===== config.mk =====
export PLATFORM = sky130hd
export DESIGN_NAME = barrier_gate_ctrl
export DESIGN_NICKNAME = d
export VERILOG_FILES = /design/src/rtl/gate_pkg.sv /design/src/rtl/gate_limit_filter.sv /design/src/rtl/gate_datapath.sv /design/src/rtl/gate_fsm.sv /design/src/rtl/barrier_gate_ctrl.sv
export SDC_FILE = /design/constraint.sdc
export NUM_CORES = 1
export LEC_CHECK = 0
export ABC_AREA = 0
export ABC_CLOCK_PERIOD_IN_PS = 4400
export BUFFER_PORTS_ARGS = -buffer_cell sky130_fd_sc_hd__buf_2
export CAP_MARGIN = 20
export CORE_MARGIN = 8
export CORE_UTILIZATION = 45
export DETAILED_ROUTE_END_ITERATION = 10
export SLEW_MARGIN = 20
export SYNTH_ARGS = -nofsm -noshare
export SYNTH_HDL_FRONTEND = slang
export SYNTH_HIERARCHICAL = 1
export SYNTH_SLANG_ARGS = --single-unit
export TNS_END_PERCENT = 20

===== constraint.sdc =====
create_clock -name clk -period 4.4 [get_ports clk]
set_clock_uncertainty 0.15 [all_clocks]
set_input_delay 0.66 -clock clk [delete_from_list [all_inputs] [get_ports clk]]
set_output_delay 0.66 -clock clk [all_outputs]
set_load 0.03 [all_outputs]

===== src/rtl/gate_pkg.sv =====
package gate_pkg;

  localparam logic [1:0] CMD_STOP = 2'b00;
  localparam logic [1:0] CMD_UP   = 2'b10;
  localparam logic [1:0] CMD_DOWN = 2'b01;

  // beam pattern encoding {near, far}
  localparam logic [1:0] BEAMS_NEAR_ONLY = 2'b10;
  localparam logic [1:0] BEAMS_FAR_ONLY  = 2'b01;

  typedef enum logic [2:0] {
    ST_IDLE,
    ST_OPENING,
    ST_RAISED,
    ST_CLOSING,
    ST_FAULT
  } gateState_t;

  typedef enum logic {
    DIR_IN,
    DIR_OUT
  } travelDir_t;

  typedef struct packed {
    logic goUp;
    logic goDown;
    logic halt;
    logic gateEn;
    logic raiseFault;
  } gateStrobe_t;

endpackage


===== src/rtl/gate_limit_filter.sv =====
module gate_limit_filter #(
  parameter int   SYNC_STAGES     = 2,
  parameter int   DEBOUNCE_CYCLES = 8,
  parameter logic RESET_LEVEL     = 1'b0
) (
  input  logic clk,
  input  logic rst,
  input  logic rawLevel,
  output logic cleanLevel
);

  localparam int CNT_W = (DEBOUNCE_CYCLES > 1) ? $clog2(DEBOUNCE_CYCLES) : 1;
  localparam logic [CNT_W-1:0] CNT_LAST = CNT_W'(DEBOUNCE_CYCLES - 1);

  logic [SYNC_STAGES-1:0] syncChain;
  logic [CNT_W-1:0]       stableCnt;
  logic                   syncedLevel;

  always_ff @(posedge clk) begin
    if (rst) syncChain <= {SYNC_STAGES{RESET_LEVEL}};
    else     syncChain <= {syncChain[SYNC_STAGES-2:0], rawLevel};
  end

  assign syncedLevel = syncChain[SYNC_STAGES-1];

  always_ff @(posedge clk) begin
    if (rst) begin
      stableCnt  <= '0;
      cleanLevel <= RESET_LEVEL;
    end else if (syncedLevel == cleanLevel) begin
      stableCnt <= '0;
    end else if (stableCnt == CNT_LAST) begin
      stableCnt  <= '0;
      cleanLevel <= syncedLevel;
    end else begin
      stableCnt <= stableCnt + 1'b1;
    end
  end

endmodule


===== src/rtl/gate_datapath.sv =====
module gate_datapath
  import gate_pkg::*;
#(
  parameter int SYNC_STAGES     = 2,
  parameter int DEBOUNCE_CYCLES = 8
) (
  input  logic        clk,
  input  logic        rst,
  input  logic        limUpRaw,
  input  logic        limDownRaw,
  input  gateStrobe_t strobe,
  output logic        limUpSeen,
  output logic        limDownSeen,
  output logic [1:0]  motorCmd,
  output logic        motorEn,
  output logic        faultFlag
);

  localparam int NUM_SWITCHES = 2;
  // index 0 = lower switch (pressed at rest), index 1 = upper switch
  localparam logic [NUM_SWITCHES-1:0] REST_LEVELS = 2'b01;

  logic [NUM_SWITCHES-1:0] rawVec;
  logic [NUM_SWITCHES-1:0] cleanVec;

  assign rawVec = {limUpRaw, limDownRaw};

  for (genvar sw = 0; sw < NUM_SWITCHES; sw++) begin : g_switch
    gate_limit_filter #(
      .SYNC_STAGES    (SYNC_STAGES),
      .DEBOUNCE_CYCLES(DEBOUNCE_CYCLES),
      .RESET_LEVEL    (REST_LEVELS[sw])
    ) i_filter (
      .clk       (clk),
      .rst       (rst),
      .rawLevel  (rawVec[sw]),
      .cleanLevel(cleanVec[sw])
    );
  end

  assign limDownSeen = cleanVec[0];
  assign limUpSeen   = cleanVec[1];

  always_ff @(posedge clk) begin
    if (rst) begin
      motorCmd  <= CMD_STOP;
      motorEn   <= 1'b0;
      faultFlag <= 1'b0;
    end else begin
      if (strobe.halt)        motorCmd <= CMD_STOP;
      else if (strobe.goUp)   motorCmd <= CMD_UP;
      else if (strobe.goDown) motorCmd <= CMD_DOWN;
      motorEn <= strobe.gateEn;
      if (strobe.raiseFault) faultFlag <= 1'b1;
    end
  end

endmodule


===== src/rtl/gate_fsm.sv =====
module gate_fsm
  import gate_pkg::*;
(
  input  logic        clk,
  input  logic        rst,
  input  logic        beamNear,
  input  logic        beamFar,
  input  logic        lotFull,
  input  logic        limUpSeen,
  input  logic        limDownSeen,
  output gateStrobe_t strobe
);

  gateState_t state, nextState;
  travelDir_t dir, nextDir;
  logic       passed, nextPassed;
  logic [1:0] beams;
  logic       passCue;

  assign beams   = {beamNear, beamFar};
  assign passCue = (dir == DIR_IN) ? (beams == BEAMS_FAR_ONLY)
                                   : (beams == BEAMS_NEAR_ONLY);

  always_ff @(posedge clk) begin
    if (rst) begin
      state  <= ST_IDLE;
      dir    <= DIR_IN;
      passed <= 1'b0;
    end else begin
      state  <= nextState;
      dir    <= nextDir;
      passed <= nextPassed;
    end
  end

  always_comb begin
    nextState  = state;
    nextDir    = dir;
    nextPassed = passed;
    strobe     = '0;
    if (limUpSeen && limDownSeen) begin
      nextState         = ST_FAULT;
      strobe.halt       = 1'b1;
      strobe.raiseFault = 1'b1;
    end else begin
      unique case (state)
        ST_IDLE: begin
          strobe.halt = 1'b1;
          nextPassed  = 1'b0;
          if (beams == BEAMS_NEAR_ONLY && !lotFull) begin
            nextState   = ST_OPENING;
            nextDir     = DIR_IN;
            strobe.halt = 1'b0;
            strobe.goUp = 1'b1;
          end else if (beams == BEAMS_FAR_ONLY) begin
            nextState   = ST_OPENING;
            nextDir     = DIR_OUT;
            strobe.halt = 1'b0;
            strobe.goUp = 1'b1;
          end
        end
        ST_OPENING: begin
          if (passCue) nextPassed = 1'b1;
          if (limUpSeen) begin
            nextState   = ST_RAISED;
            strobe.halt = 1'b1;
          end
        end
        ST_RAISED: begin
          if (passed || passCue) begin
            nextState     = ST_CLOSING;
            nextPassed    = 1'b0;
            strobe.goDown = 1'b1;
          end
        end
        ST_CLOSING: begin
          if (limDownSeen) begin
            nextState   = ST_IDLE;
            strobe.halt = 1'b1;
          end
        end
        ST_FAULT: begin
          strobe.halt       = 1'b1;
          strobe.raiseFault = 1'b1;
        end
        default: begin
          nextState   = ST_IDLE;
          strobe.halt = 1'b1;
        end
      endcase
    end
    if (nextState == ST_FAULT)     strobe.gateEn = 1'b0;
    else if (nextState == ST_IDLE) strobe.gateEn = !lotFull;
    else                           strobe.gateEn = 1'b1;
  end

endmodule


===== src/rtl/barrier_gate_ctrl.sv =====
module barrier_gate_ctrl
  import gate_pkg::*;
#(
  parameter int SYNC_STAGES     = 2,
  parameter int DEBOUNCE_CYCLES = 8
) (
  input  logic       clk,
  input  logic       rst,
  input  logic       beamNear,
  input  logic       beamFar,
  input  logic       limUpRaw,
  input  logic       limDownRaw,
  input  logic       lotFull,
  output logic [1:0] motorCmd,
  output logic       motorEn,
  output logic       faultFlag
);

  gateStrobe_t strobe;
  logic        limUpSeen;
  logic        limDownSeen;

  gate_fsm i_fsm (
    .clk        (clk),
    .rst        (rst),
    .beamNear   (beamNear),
    .beamFar    (beamFar),
    .lotFull    (lotFull),
    .limUpSeen  (limUpSeen),
    .limDownSeen(limDownSeen),
    .strobe     (strobe)
  );

  gate_datapath #(
    .SYNC_STAGES    (SYNC_STAGES),
    .DEBOUNCE_CYCLES(DEBOUNCE_CYCLES)
  ) i_datapath (
    .clk        (clk),
    .rst        (rst),
    .limUpRaw   (limUpRaw),
    .limDownRaw (limDownRaw),
    .strobe     (strobe),
    .limUpSeen  (limUpSeen),
    .limDownSeen(limDownSeen),
    .motorCmd   (motorCmd),
    .motorEn    (motorEn),
    .faultFlag  (faultFlag)
  );

endmodule


# ---- Yosys cells after proc, flatten, opt, wreduce, memory -nomap -nowiden
# Index checks and enable logic that the tools add are counted.
dict set report word_totals {
  out_inout_bits 4
  inputBits 7
  word_cells 79
  register_bits 21
}
dict set report classes {
  addsub 2
  n_eq_ne 13
  muxes 30
  n_bitwise 3
  reduce_logical 18
}
# op n
set op_table {}
lappend op_table {{two-way mux 1 bit} 18}
lappend op_table {{two-way mux 3 bit} 6}
lappend op_table {{one-hot mux 3 bit (5 select lines)} 1}
lappend op_table {{== test 3 bit (second input constant)} 4}
lappend op_table {{OR reduction 3 bit} 3}
lappend op_table {{adder 3 x 1 -> 3 bit (second input constant)} 2}
lappend op_table {{== test 3 x 2 -> 1 bit (second input constant)} 2}
lappend op_table {{zero test 3 bit} 2}
lappend op_table {{two-way mux 2 bit} 3}
lappend op_table {{!= test 2 x 1 -> 1 bit (second input constant)} 2}
lappend op_table {{one-hot mux 1 bit (4 select lines)} 1}
lappend op_table {{AND reduction 2 bit} 2}
lappend op_table {{AND reduction 4 bit} 1}
lappend op_table {{nonzero test 2 bit} 2}
lappend op_table {{OR reduction 2 bit} 2}
lappend op_table {{== test 3 x 1 -> 1 bit (second input constant)} 1}
lappend op_table {{NOT 1 bit} 3}
lappend op_table {{one-hot mux 1 bit (3 select lines)} 1}
lappend op_table {{AND reduction 3 bit} 1}
lappend op_table {{nonzero test 3 bit} 1}
lappend op_table {{== test 1 bit} 2}
lappend op_table {{== test 2 x 1 -> 1 bit (second input constant)} 1}
lappend op_table {{== test 2 bit (second input constant)} 1}
lappend op_table {{logical AND 1 bit} 2}
lappend op_table {{other kinds (2)} 2}

# ---- Longest topological paths before layout
# Gate-level depths: netlist (run 1).
dict set report depth {
  word_depth 8
  mapped_depth 6
  mapped_depth_nobuf 5
}

# ---- Modules after synthesis
# Netlist (run 1), hierarchy kept.
# mod n_inst area_per_inst_um2 seq_area_each_um2 cells_each
set modules_own_cells {}
lappend modules_own_cells {gate_fsm 1 399.1 100.1 51}
lappend modules_own_cells {{gate_limit_filter (i_datapath.g_switch[0].i_filter)} 1 206.4 120.1 16}
lappend modules_own_cells {{gate_limit_filter (i_datapath.g_switch[1].i_filter)} 1 203.9 120.1 16}
lappend modules_own_cells {gate_datapath 1 130.1 80.1 12}

# ---- Worst setup path after synthesis (run 1)
# No wires, ideal clock.
dict set report synth_timing {
  path_type {input to register}
  start {in beamNear}
  end {reg i_datapath.motorEn}
  slack_ns 2.679
  t_required_ns 4.134
  path_buffers 0
  stages 5
  arrival_time_ns 1.455
  setup_ns 0.116
  path_cell_list {nor3b_2 o21ai_1 o311a_4 o21ai_2 and2b_2}
}
dict set report synth_between {
  elab_chain_cells 8
  word_cells_on_any_way 14
  cone_classes {eq/ne (3); mux (7); reduce/logical (4)}
}
# item line_no
set synth_lines {}
lappend synth_lines {{start: declaration} barrier_gate_ctrl.sv:9} ;# input logic beamNear,
lappend synth_lines {{== test 2 x 1 -> 1 bit or == test 2 bit (tied branches)} -}
lappend synth_lines {{two-way mux 1 bit} gate_fsm.sv:21} ;# assign passCue = (dir == DIR_IN) ? (beams == BEAMS_FAR_ONLY)
lappend synth_lines {{logical OR 1 bit} gate_fsm.sv:70} ;# if (passed || passCue) begin
lappend synth_lines {{two-way mux 3 bit} gate_fsm.sv:70}
lappend synth_lines {{one-hot mux 3 bit (5 select lines) *} gate_fsm.sv:46} ;# unique case (state)
lappend synth_lines {{two-way mux 3 bit *} gate_fsm.sv:41} ;# if (limUpSeen && limDownSeen) begin
lappend synth_lines {{== test 3 bit or zero test 3 bit (tied branches)} {gate_fsm.sv:92, gate_fsm.sv:93}}
lappend synth_lines {{OR reduction 2 bit (no source line) or two-way mux 1 bit (tied branches)} -}
lappend synth_lines {{end signal: assignment} gate_datapath.sv:53} ;# motorEn <= strobe.gateEn;
lappend synth_lines {{end: declaration} gate_datapath.sv:15} ;# output logic motorEn,
# Mark *: on every way between the ends. The rest lies on a longest branch, timed or not.
# A chain may end at the register's enable or synchronous reset.

# ---- Final worst setup path (run 1)
dict set report layout_timing {
  start {reg i_datapath.faultFlag}
  end {out faultFlag}
}
# item line_no
set layout_lines {}
lappend layout_lines {{start: declaration} gate_datapath.sv:16} ;# output logic faultFlag
lappend layout_lines {{start signal: assignment} gate_datapath.sv:48} ;# faultFlag <= 1'b0;
lappend layout_lines {{start signal: assignment} gate_datapath.sv:54} ;# if (strobe.raiseFault) faultFlag <= 1'b1;
lappend layout_lines {{end: declaration} barrier_gate_ctrl.sv:16} ;# output logic faultFlag
# No word-level cell between the ends.

==> flow_summary.toml, run 1 <==
[status]
status = "complete, no violations"

[logic_synthesis]
synthesis.area_um2 = 940
synthArstFlopShare = 0
seq_area_frac_synth = 0.447
yosys_most_used_dff = "dfxtp_1"
yosysTopAreaCellShare = 0.447
ys_warn_count = 6
syn_inst = 95
synth_area_leader_cell = "dfxtp_1"
synth_seq_cells = 21
synth_edf_count = 0
syn_nets = 106
syn_area_per_cell_um2 = 9.89
synthTopCellsByArea = "dfxtp_1 (45%), ha_1 (5.3%), nor2_1 (4.0%)"
synth_cell_types = 34
synthTopCellsByCount = "dfxtp_1 (21), nor2_1 (10), nor2b_1 (6)"
yosysMostFrequentCell = "dfxtp_1"

[timing]
tns_ns = 0
timing.fmax_mhz = 605
fin_crit_sh = 0.376
rsz0062_at_grt = "no"
slew_headroom = 0.751
finalMaxSlewViolations = 0
fin_crit_ns = 1.65
hold_viol = 0
setup_violations = 0
max_slew.worst_pin.slew_ns = 0.373

[setup_path]
critPathRequiredTime_ns = 3.59
critPathKind = "register to output pin"
critPathTopFamily = "flip-flops"
critPathMaxFanout = 2
cpMaxStageDelayCell = "dfxtp_1"
critPathCaptureType = "output pin"
worstPathCellList = "buf_2"
cpPeakStageDelay_ns = 0.35
critPathBufInv = 1
start_kind = "register"
crit_arrival_ns = 0.84

[die]
core_um2 = 1960
rows = 16
io_pins = 11
die-height_um = 61.7
dieArea_um2 = 3810
initial_core_util = 0.479
dieWidth_um = 61.7

[clock_network]
cts.clk_slew.worst_paths_ns = 0.11
cts_made_buffers = 3
post_cts_buffers = 0
cts.path.max_buffers = 2
cts_hold_buffers = 0
clkLatencyLatePin_ns = 0.29
cts.sinks = 21
ctsResizeCount = 0
cts-root-buf = "clkbuf_4"
ctsHtreeMaxLevel = 1
tritoncts = "built"

[final_layout]
nNetsFinal = 119
finalInstanceArea_um2 = 1040
diodes = 0
stdcell_count = 134
synthToLayoutAreaGrowth_pct = 10.8
drive_gt1_frac = 0.252
fill_cells = 205
final_util = 0.531

[placed_design]
hpwl_um = 1170
dpl_cell_area_um2 = 1010
port_buffers = 10
gp_congestion = 0.835
dp.cells = 130

[detailed_routing]
drc = 0
wl_per_cell_um = 11.8
drtIter0Drc = 18
via_count = 698
drt-total-wl_um = 1580
vias_per_cell = 5.21
ant_nets = 0
dr.pass1.iters = 4

[min_path]
hold_class = "register to register"

[grt]
grt_max_degree = 22
grt_pass1_vias = 627
grt_pass1_wl_um = 2700
grt-ovfl-total = 0
antenna_found_initial = 0
grtUsageTotal = 0.0966

[power]
ir_drop_mv = 0.187
power_leakage_nw = 0.434
power_density_nw_per_um2 = 311

[flow_run]
drv_cap = 0
==> cell usage in the layout (no fill, tap or decap), drive strengths merged <==
master,instances
a211o,2
a211oi,1
a21o,1
a21oi,4
and2,1
and2b,1
and3b,1
buf,10
clkbuf,3
clkinv,1
dfxtp,21
ha,4
inv,2
mux2i,2
nand2,5
nand2b,1
nand3,2
nand3b,1
nor2,10
nor2b,6
nor3,5
nor3b,2
nor4,3
nor4b,4
o211a,1
o21a,1
o21ai,7
o311a,1
or2,2
xnor2,2
==> cell type report <==
class	count	area (um2)	area share
Sequential cell	21	420	0.404
Clock buffer	3	22.5	0.0216
Clock inverter	1	5.00	0.00481
Tap cell	27	33.8	0.0325
Inverter	2	7.51	0.00721
Multi-Input combinational cell	70	502	0.482
Timing Repair Buffer	10	50.0	0.0481
==> where the power goes <==
group,total (mW),switching [mW],internal [mW],leakage [nW]
Clock,0.0892,0.0554,0.0338,0.0177
Combinational,0.0346,0.0185,0.0162,0.245
Sequential,0.200,0.00461,0.196,0.171
==> worst reg2reg max path, stage by stage, from the launching register on <==
cell	delay, ns
dfxtp_1	0.53
mux2i_1	0.27
nor2b_1	0.07
a211o_1	0.30
nor4_2	0.20
==> kinds of logic after synthesis <==
family                   count (synthesis)  share of synthesized area
flip-flops                              21                      0.447
multiplexers                             2                     0.0213
adder cells (fa/ha/maj)                  4                     0.0533
buffers and inverters                    4                     0.0186
XOR/XNOR                                 2                     0.0186
AO/OA/AOI/OAI                           18                      0.144
AND/OR/NAND/NOR                         44                      0.297
==> routing by layer <==
metal,part of all wire,track usage
met3,0.055,0.0329
met2,0.44,0.139
met5,0,0
met1,0.49,0.125
met4,0.015,0.0487
==> stage by stage <==
step                total power, mW  hold WS [ns]  setup WS [ns]
floorplan                     0.229         0.239           2.68
global placement              0.239         0.247           2.49
detailed placement            0.239         0.249           2.50
CTS                           0.328         0.279           2.74
global route                  0.342         0.288           2.69
finish                        0.324         0.277           2.75
==> registers in the layout, summed over array words and instances (netlist names) <==
signal,count
i_datapath/g_switch.i_filter/stableCnt,6
i_datapath/g_switch.i_filter/syncChain,4
i_fsm/state,3
i_datapath/g_switch.i_filter/cleanLevel,2
i_datapath/motorCmd,2
i_datapath/faultFlag,1
i_datapath/motorEn,1
i_fsm/dir,1
i_fsm/passed,1
==> worst paths after layout <==
kind | to | depth (start not counted) | slack [ns] | startpoint
hold / removal | i_datapath/g_switch[0].i_filter/syncChain[1]$_SDFF_PP1_ | 1 | 0.28 | i_datapath/g_switch[0].i_filter/syncChain[0]$_SDFF_PP1_
setup reg to reg | i_datapath/motorCmd[0]$_SDFFE_PP0P_ | 4 | 2.81 | i_fsm/state[1]$_SDFF_PP0_
setup / recovery | faultFlag | 1 | 2.75 | i_datapath/faultFlag$_SDFFE_PP0P_
hold reg to reg | i_datapath/g_switch[0].i_filter/syncChain[1]$_SDFF_PP1_ | 1 | 0.28 | i_datapath/g_switch[0].i_filter/syncChain[0]$_SDFF_PP1_
Power figures use the tool's default switching activity.
==> run 2, diff against run 1 <==
--- a/config.mk
+++ b/config.mk
@@ -6,12 +6,13 @@
 export NUM_CORES = 1
 export LEC_CHECK = 0
 export ABC_AREA = 0
-export ABC_CLOCK_PERIOD_IN_PS = 4400
+export ABC_CLOCK_PERIOD_IN_PS = 1500
 export BUFFER_PORTS_ARGS = -buffer_cell sky130_fd_sc_hd__buf_2
 export CAP_MARGIN = 20
 export CORE_MARGIN = 8
 export CORE_UTILIZATION = 45
 export DETAILED_ROUTE_END_ITERATION = 10
+export PLACE_DENSITY = 0.67
 export SLEW_MARGIN = 20
 export SYNTH_ARGS = -nofsm -noshare
 export SYNTH_HDL_FRONTEND = slang
==> constraint.sdc (replaced) <==
create_clock -name clk -period 1.5 [get_ports clk]
set_clock_uncertainty 0.15 [all_clocks]
set_input_delay 0.225 -clock clk [delete_from_list [all_inputs] [get_ports clk]]
set_output_delay 0.225 -clock clk [all_outputs]
set_load 0.03 [all_outputs]
==> flow_summary.toml, run 2 (synthesis results as in run 1) <==
[grt]
grtUsageTotal = 0.0952
met2_usage = 0.162
grt-ovfl-total = 0
grt_pass1_vias = 674
grt_pass1_wl_um = 2820
grt_util_met3 = 0.0226
grt_max_degree = 22
antenna_found_initial = 0
grt_most_used_layer = "met2"
met1_usage = 0.114

[timing]
fin_crit_ns = 1.48
slew_headroom = 0.740
rsz0062_at_grt = "yes"
finalWorstSetupSlack_ns = 0.0220
tns_ns = 0
max_slew.worst_pin.slew_ns = 0.390
hold_viol = 0
finalMaxSlewViolations = 0
fin_crit_sh = 0.985
timing.fmax_mhz = 677
setup_violations = 0

[clock_network]
cts.path.max_buffers = 2
cts-root-buf = "clkbuf_4"
cts_made_buffers = 3
tritoncts = "built"
clkLatencyLatePin_ns = 0.30
cts.sinks = 21
ctsHtreeMaxLevel = 1
cts.clk_slew.worst_paths_ns = 0.13

[placed_design]
dp.cells = 136
port_buffers = 10
gp_congestion = 0.779
pre_cts_slack_ns = 0.000634
hpwl_um = 1250

[power]
ir_drop_mv = 0.565
power_leakage_nw = 0.483
power_density_nw_per_um2 = 863

[setup_path]
start_kind = "register"
critPathMaxFanout = 3
critPathKind = "register to register"
startpoint = "i_fsm/dir$_SDFFE_PP0P_"
reg2reg_from = "i_fsm/dir$_SDFFE_PP0P_"
critPathRequiredTime_ns = 1.58
crit_arrival_ns = 1.56
critPathCaptureType = "register"

[final_layout]
synthToLayoutAreaGrowth_pct = 21.0
layout_commonest_cell = "dfxtp_1"
stdcell_count = 143
diodes = 0
largest_register_ffs = 6
final_cell_mix = "dfxtp_1 (18), nor2_1 (10), buf_2 (10), buf_4 (7), nor2b_1 (6)"
regMostFlops = "i_datapath/g_switch.i_filter/stableCnt"
nNetsFinal = 128
drive_gt1_frac = 0.336
top_regs = "i_datapath/g_switch.i_filter/stableCnt x6, i_datapath/g_switch.i_filter/syncChain x4, i_fsm/state x3"

[detailed_routing]
via_count = 732
drtIter0Drc = 14
drc = 0
vias_per_cell = 5.12
ant_nets = 0
dr.pass1.iters = 4
drt-total-wl_um = 1790
wl_per_cell_um = 12.5

[min_path]
worstHoldStart = "rst"
hold_class = "primary input to register"

[die]
dieArea_um2 = 3810
rows = 16
die-height_um = 61.7
initial_core_util = 0.479
dieWidth_um = 61.7
core_um2 = 1960
io_pins = 11

[status]
status = "complete, no violations"

[flow_run]
drv_cap = 0
-- run 2: cell count changes in the layout (fill, tap and decap cells not counted), moves of 2 or more --
cell,change
buf_4,+7
dfxtp_1,-3
dfxtp_2,+2
dlygate4sd3_1,+2
nor3_2,-2
nor3_4,+2
-- run 2: layout make-up --
type / count / area (um2)
Tap cell: 27 / 33.8
Inverter: 2 / 7.51
Multi-Input combinational cell: 70 / 519
Timing Repair Buffer: 19 / 123
Clock inverter: 1 / 5.00
Fill cell: 193 / 825
Clock buffer: 3 / 22.5
Sequential cell: 21 / 427
-- run 2: metal layers --
| layer | part of all wire | routed length, um |
|---|---|---|
| met5 | 0 | 0 |
| met4 | 0.0056 | 10 |
| met3 | 0.034 | 61 |
| met2 | 0.50 | 889 |
| met1 | 0.46 | 827 |
-- run 2: timing repair --
| action | CTS | global route |
|---|---|---|
| hold buffers | 2 | 0 |
| buffers inserted | 0 | 1 |
| hold endpoints to repair | 2 | 0 |
| pin swaps | 0 | 3 |
| setup endpoints to repair | 2 | 4 |
| resized for setup | 2 | 6 |
-- run 2: stage by stage --
| stage | hold WS, ns | area, um2 | utilization | power, mW |
|---|---|---|---|---|
| floorplan | 0.144 | 940 | - | 0.671 |
| global placement | 0.254 | 1060 | 0.540 | 0.705 |
| detailed placement | 0.258 | 1060 | 0.540 | 0.706 |
| CTS | 0.163 | 1110 | 0.565 | 0.977 |
| global route | 0.160 | 1140 | 0.580 | 1.04 |
| finish | 0.162 | 1140 | 0.580 | 0.981 |
-- run 2: critical path, cell delays in order, from the launching register on --
cell and delay (ns):
dfxtp_2 0.35, nor3b_2 0.28, nor3_4 0.07, o311a_4 0.33
buf_4 0.14, nor3_2 0.09
-- run 2: final timing paths --
path / to / slack [ns] / cells after the start
worst min register to register: i_datapath/g_switch[0].i_filter/syncChain[1]$_SDFF_PP1_ / 0.29 / 1
worst max register to register: i_fsm/state[0]$_SDFF_PP0_ / 0.02 / 5
worst max-delay path: i_fsm/state[0]$_SDFF_PP0_ / 0.02 / 5
worst min-delay path: i_datapath/faultFlag$_SDFFE_PP0P_ / 0.16 / 2
-- run 2: power breakdown --
part	internal [mW]	switching [mW]
combinational	0.0611	0.0590
clock	0.0991	0.173
sequential	0.574	0.0157
==> run 3, diff against run 2 <==
--- a/config.mk
+++ b/config.mk
@@ -9,10 +9,14 @@
 export ABC_CLOCK_PERIOD_IN_PS = 1500
 export BUFFER_PORTS_ARGS = -buffer_cell sky130_fd_sc_hd__buf_2
 export CAP_MARGIN = 20
+export CELL_PAD_IN_SITES_DETAIL_PLACEMENT = 2
+export CELL_PAD_IN_SITES_GLOBAL_PLACEMENT = 2
 export CORE_MARGIN = 8
-export CORE_UTILIZATION = 45
+export CORE_UTILIZATION = 31
 export DETAILED_ROUTE_END_ITERATION = 10
-export PLACE_DENSITY = 0.67
+export MAX_ROUTING_LAYER = met4
+export PLACE_DENSITY_LB_ADDON = 0.1
+export RECOVER_POWER = 100
 export SLEW_MARGIN = 20
 export SYNTH_ARGS = -nofsm -noshare
 export SYNTH_HDL_FRONTEND = slang
==> flow_summary.toml, run 3 (synthesis results as in run 1) <==
[final_layout]
synthToLayoutAreaGrowth_pct = 21.4
nNetsFinal = 128
layout_commonest_cell = "dfxtp_1"
diodes = 0
regArea_um2 = 424
multi_input_area_um2 = 524
stdcell_count = 149
regMostFlops = "i_datapath/g_switch.i_filter/stableCnt"
top_regs = "i_datapath/g_switch.i_filter/stableCnt x6, i_datapath/g_switch.i_filter/syncChain x4, i_fsm/state x3"
largest_register_ffs = 6
fill_cells = 331
drive_gt1_frac = 0.302
final_cell_mix = "dfxtp_1 (18), nor2_1 (10), buf_4 (7), nor2b_1 (6), buf_2 (6)"
final_util = 0.383

[setup_path]
critPathMaxFanout = 3
cpMaxStageDelayCell = "dfxtp_2"
start_kind = "register"
worstPathCellList = "and3b_2 > nor3_4 > o311a_4 > o21ai_2 > and2b_2"
critPathKind = "register to register"
crit_arrival_ns = 1.57
critPathBufInv = 0
critPathTopFamily = "compound AO/OA/AOI/OAI gates"
critPathRequiredTime_ns = 1.61
critPathCaptureType = "register"
cpPeakStageDelay_ns = 0.38

[clock_network]
clkLatencyLatePin_ns = 0.30
tritoncts = "built"
post_cts_buffers = 0
cts_made_buffers = 3
cts-root-buf = "clkbuf_4"
cts.clk_slew.worst_paths_ns = 0.11
ctsHtreeMaxLevel = 1
cts.sinks = 21
cts.path.max_buffers = 2

[timing]
timing.fmax_mhz = 684
setup_violations = 0
finalMaxSlewViolations = 0
hold_viol = 0
slew_headroom = 0.740
max_slew.worst_pin.slew_ns = 0.390
rsz0062_at_grt = "yes"
fin_crit_sh = 0.974
fin_crit_ns = 1.46

[die]
initial_core_util = 0.316
core_um2 = 2980
dieArea_um2 = 5050
dieWidth_um = 71.1
die-height_um = 71.1
rows = 20
io_pins = 11

[grt]
grt-ovfl-total = 0
grt_pass1_wl_um = 3680
grtUsageTotal = 0.0931
grt_pass1_vias = 809
grt_max_degree = 22
antenna_found_initial = 0

[placed_design]
port_buffers = 10
gp_congestion = 0.750
dp.cells = 143
hpwl_um = 1660

[detailed_routing]
dr.pass1.iters = 4
ant_nets = 0
drc = 0
drtIter0Drc = 10
via_count = 768
vias_per_cell = 5.15
drt-total-wl_um = 2130
wl_per_cell_um = 14.3

[power]
power_density_nw_per_um2 = 861
ir_drop_mv = 0.278
power_leakage_nw = 0.464

[min_path]
hold_class = "primary input to register"

[flow_run]
drv_cap = 0

[status]
status = "complete, no violations"
[run 3: cell count changes in the layout (fill, tap and decap cells not counted), sizes merged]
cell    delta
clkbuf     +5
buf        -4
clkinv     -1
[run 3: layout make-up]
cell class | instances | share of cell area
multi-input cells | 70 | 0.459
well taps | 33 | 0.0362
clock buffers | 4 | 0.0230
inverters | 2 | 0.00658
flip-flops and latches | 21 | 0.372
repair buffers | 19 | 0.103
[run 3: report_power, final]
group	internal (mW)	switching [mW]	total, mW
registers	0.575	0.0138	0.589
clock network	0.104	0.167	0.270
logic	0.0599	0.0637	0.124
[run 3: stage by stage]
stage / hold WS [ns] / area, um2 / setup TNS [ns] / power, mW / worst slack, ns
3_3_place_gp: 0.245 / 1070 / -0.0401 / 0.712 / -0.0401
6_report: 0.166 / 1140 / 0 / 0.983 / 0.0383
4_1_cts: 0.154 / 1120 / -0.0293 / 1.01 / -0.0293
2_1_floorplan: 0.144 / 940 / 0 / 0.671 / 0.0771
3_5_place_dp: 0.255 / 1070 / -0.0649 / 0.716 / -0.0527
5_1_grt: 0.178 / 1140 / -0.0269 / 1.04 / -0.0196
[run 3: what timing repair did]
action                                  CTS  global route
pin swaps                                 0             3
resized for setup                         1             7
cloned                                    0             0
endpoints found under the hold margin     2             0
endpoints found under the setup margin    2             4
hold buffers                              2             0
[run 3: layer usage]
layer  vias to the layer above  global-route usage  part of all wire
li1                        384                   -                 -
met1                       374               0.101              0.46
met2                         8               0.156              0.50
met3                         2              0.0212             0.032
met4                         0              0.0485            0.0080
met5                         -                   -                 0
[run 3: worst register-to-register path, stage by stage, from the launching register on]
cell and delay, ns:
dfxtp_2 0.38, and3b_2 0.23, nor3_4 0.05, o311a_4 0.37, o21ai_2 0.10, and2b_2 0.14
[run 3: final timing paths]
check / from / end / slack (ns) / cells past startpoint
setup / recovery: i_fsm/dir$_SDFFE_PP0P_ / i_datapath/motorEn$_SDFF_PP0_ / 0.04 / 5
hold / removal: rst / i_datapath/faultFlag$_SDFFE_PP0P_ / 0.17 / 2
setup reg to reg: i_fsm/dir$_SDFFE_PP0P_ / i_datapath/motorEn$_SDFF_PP0_ / 0.04 / 5
hold reg to reg: i_datapath/g_switch[0].i_filter/syncChain[0]$_SDFF_PP1_ / i_datapath/g_switch[0].i_filter/syncChain[1]$_SDFF_PP1_ / 0.28 / 1
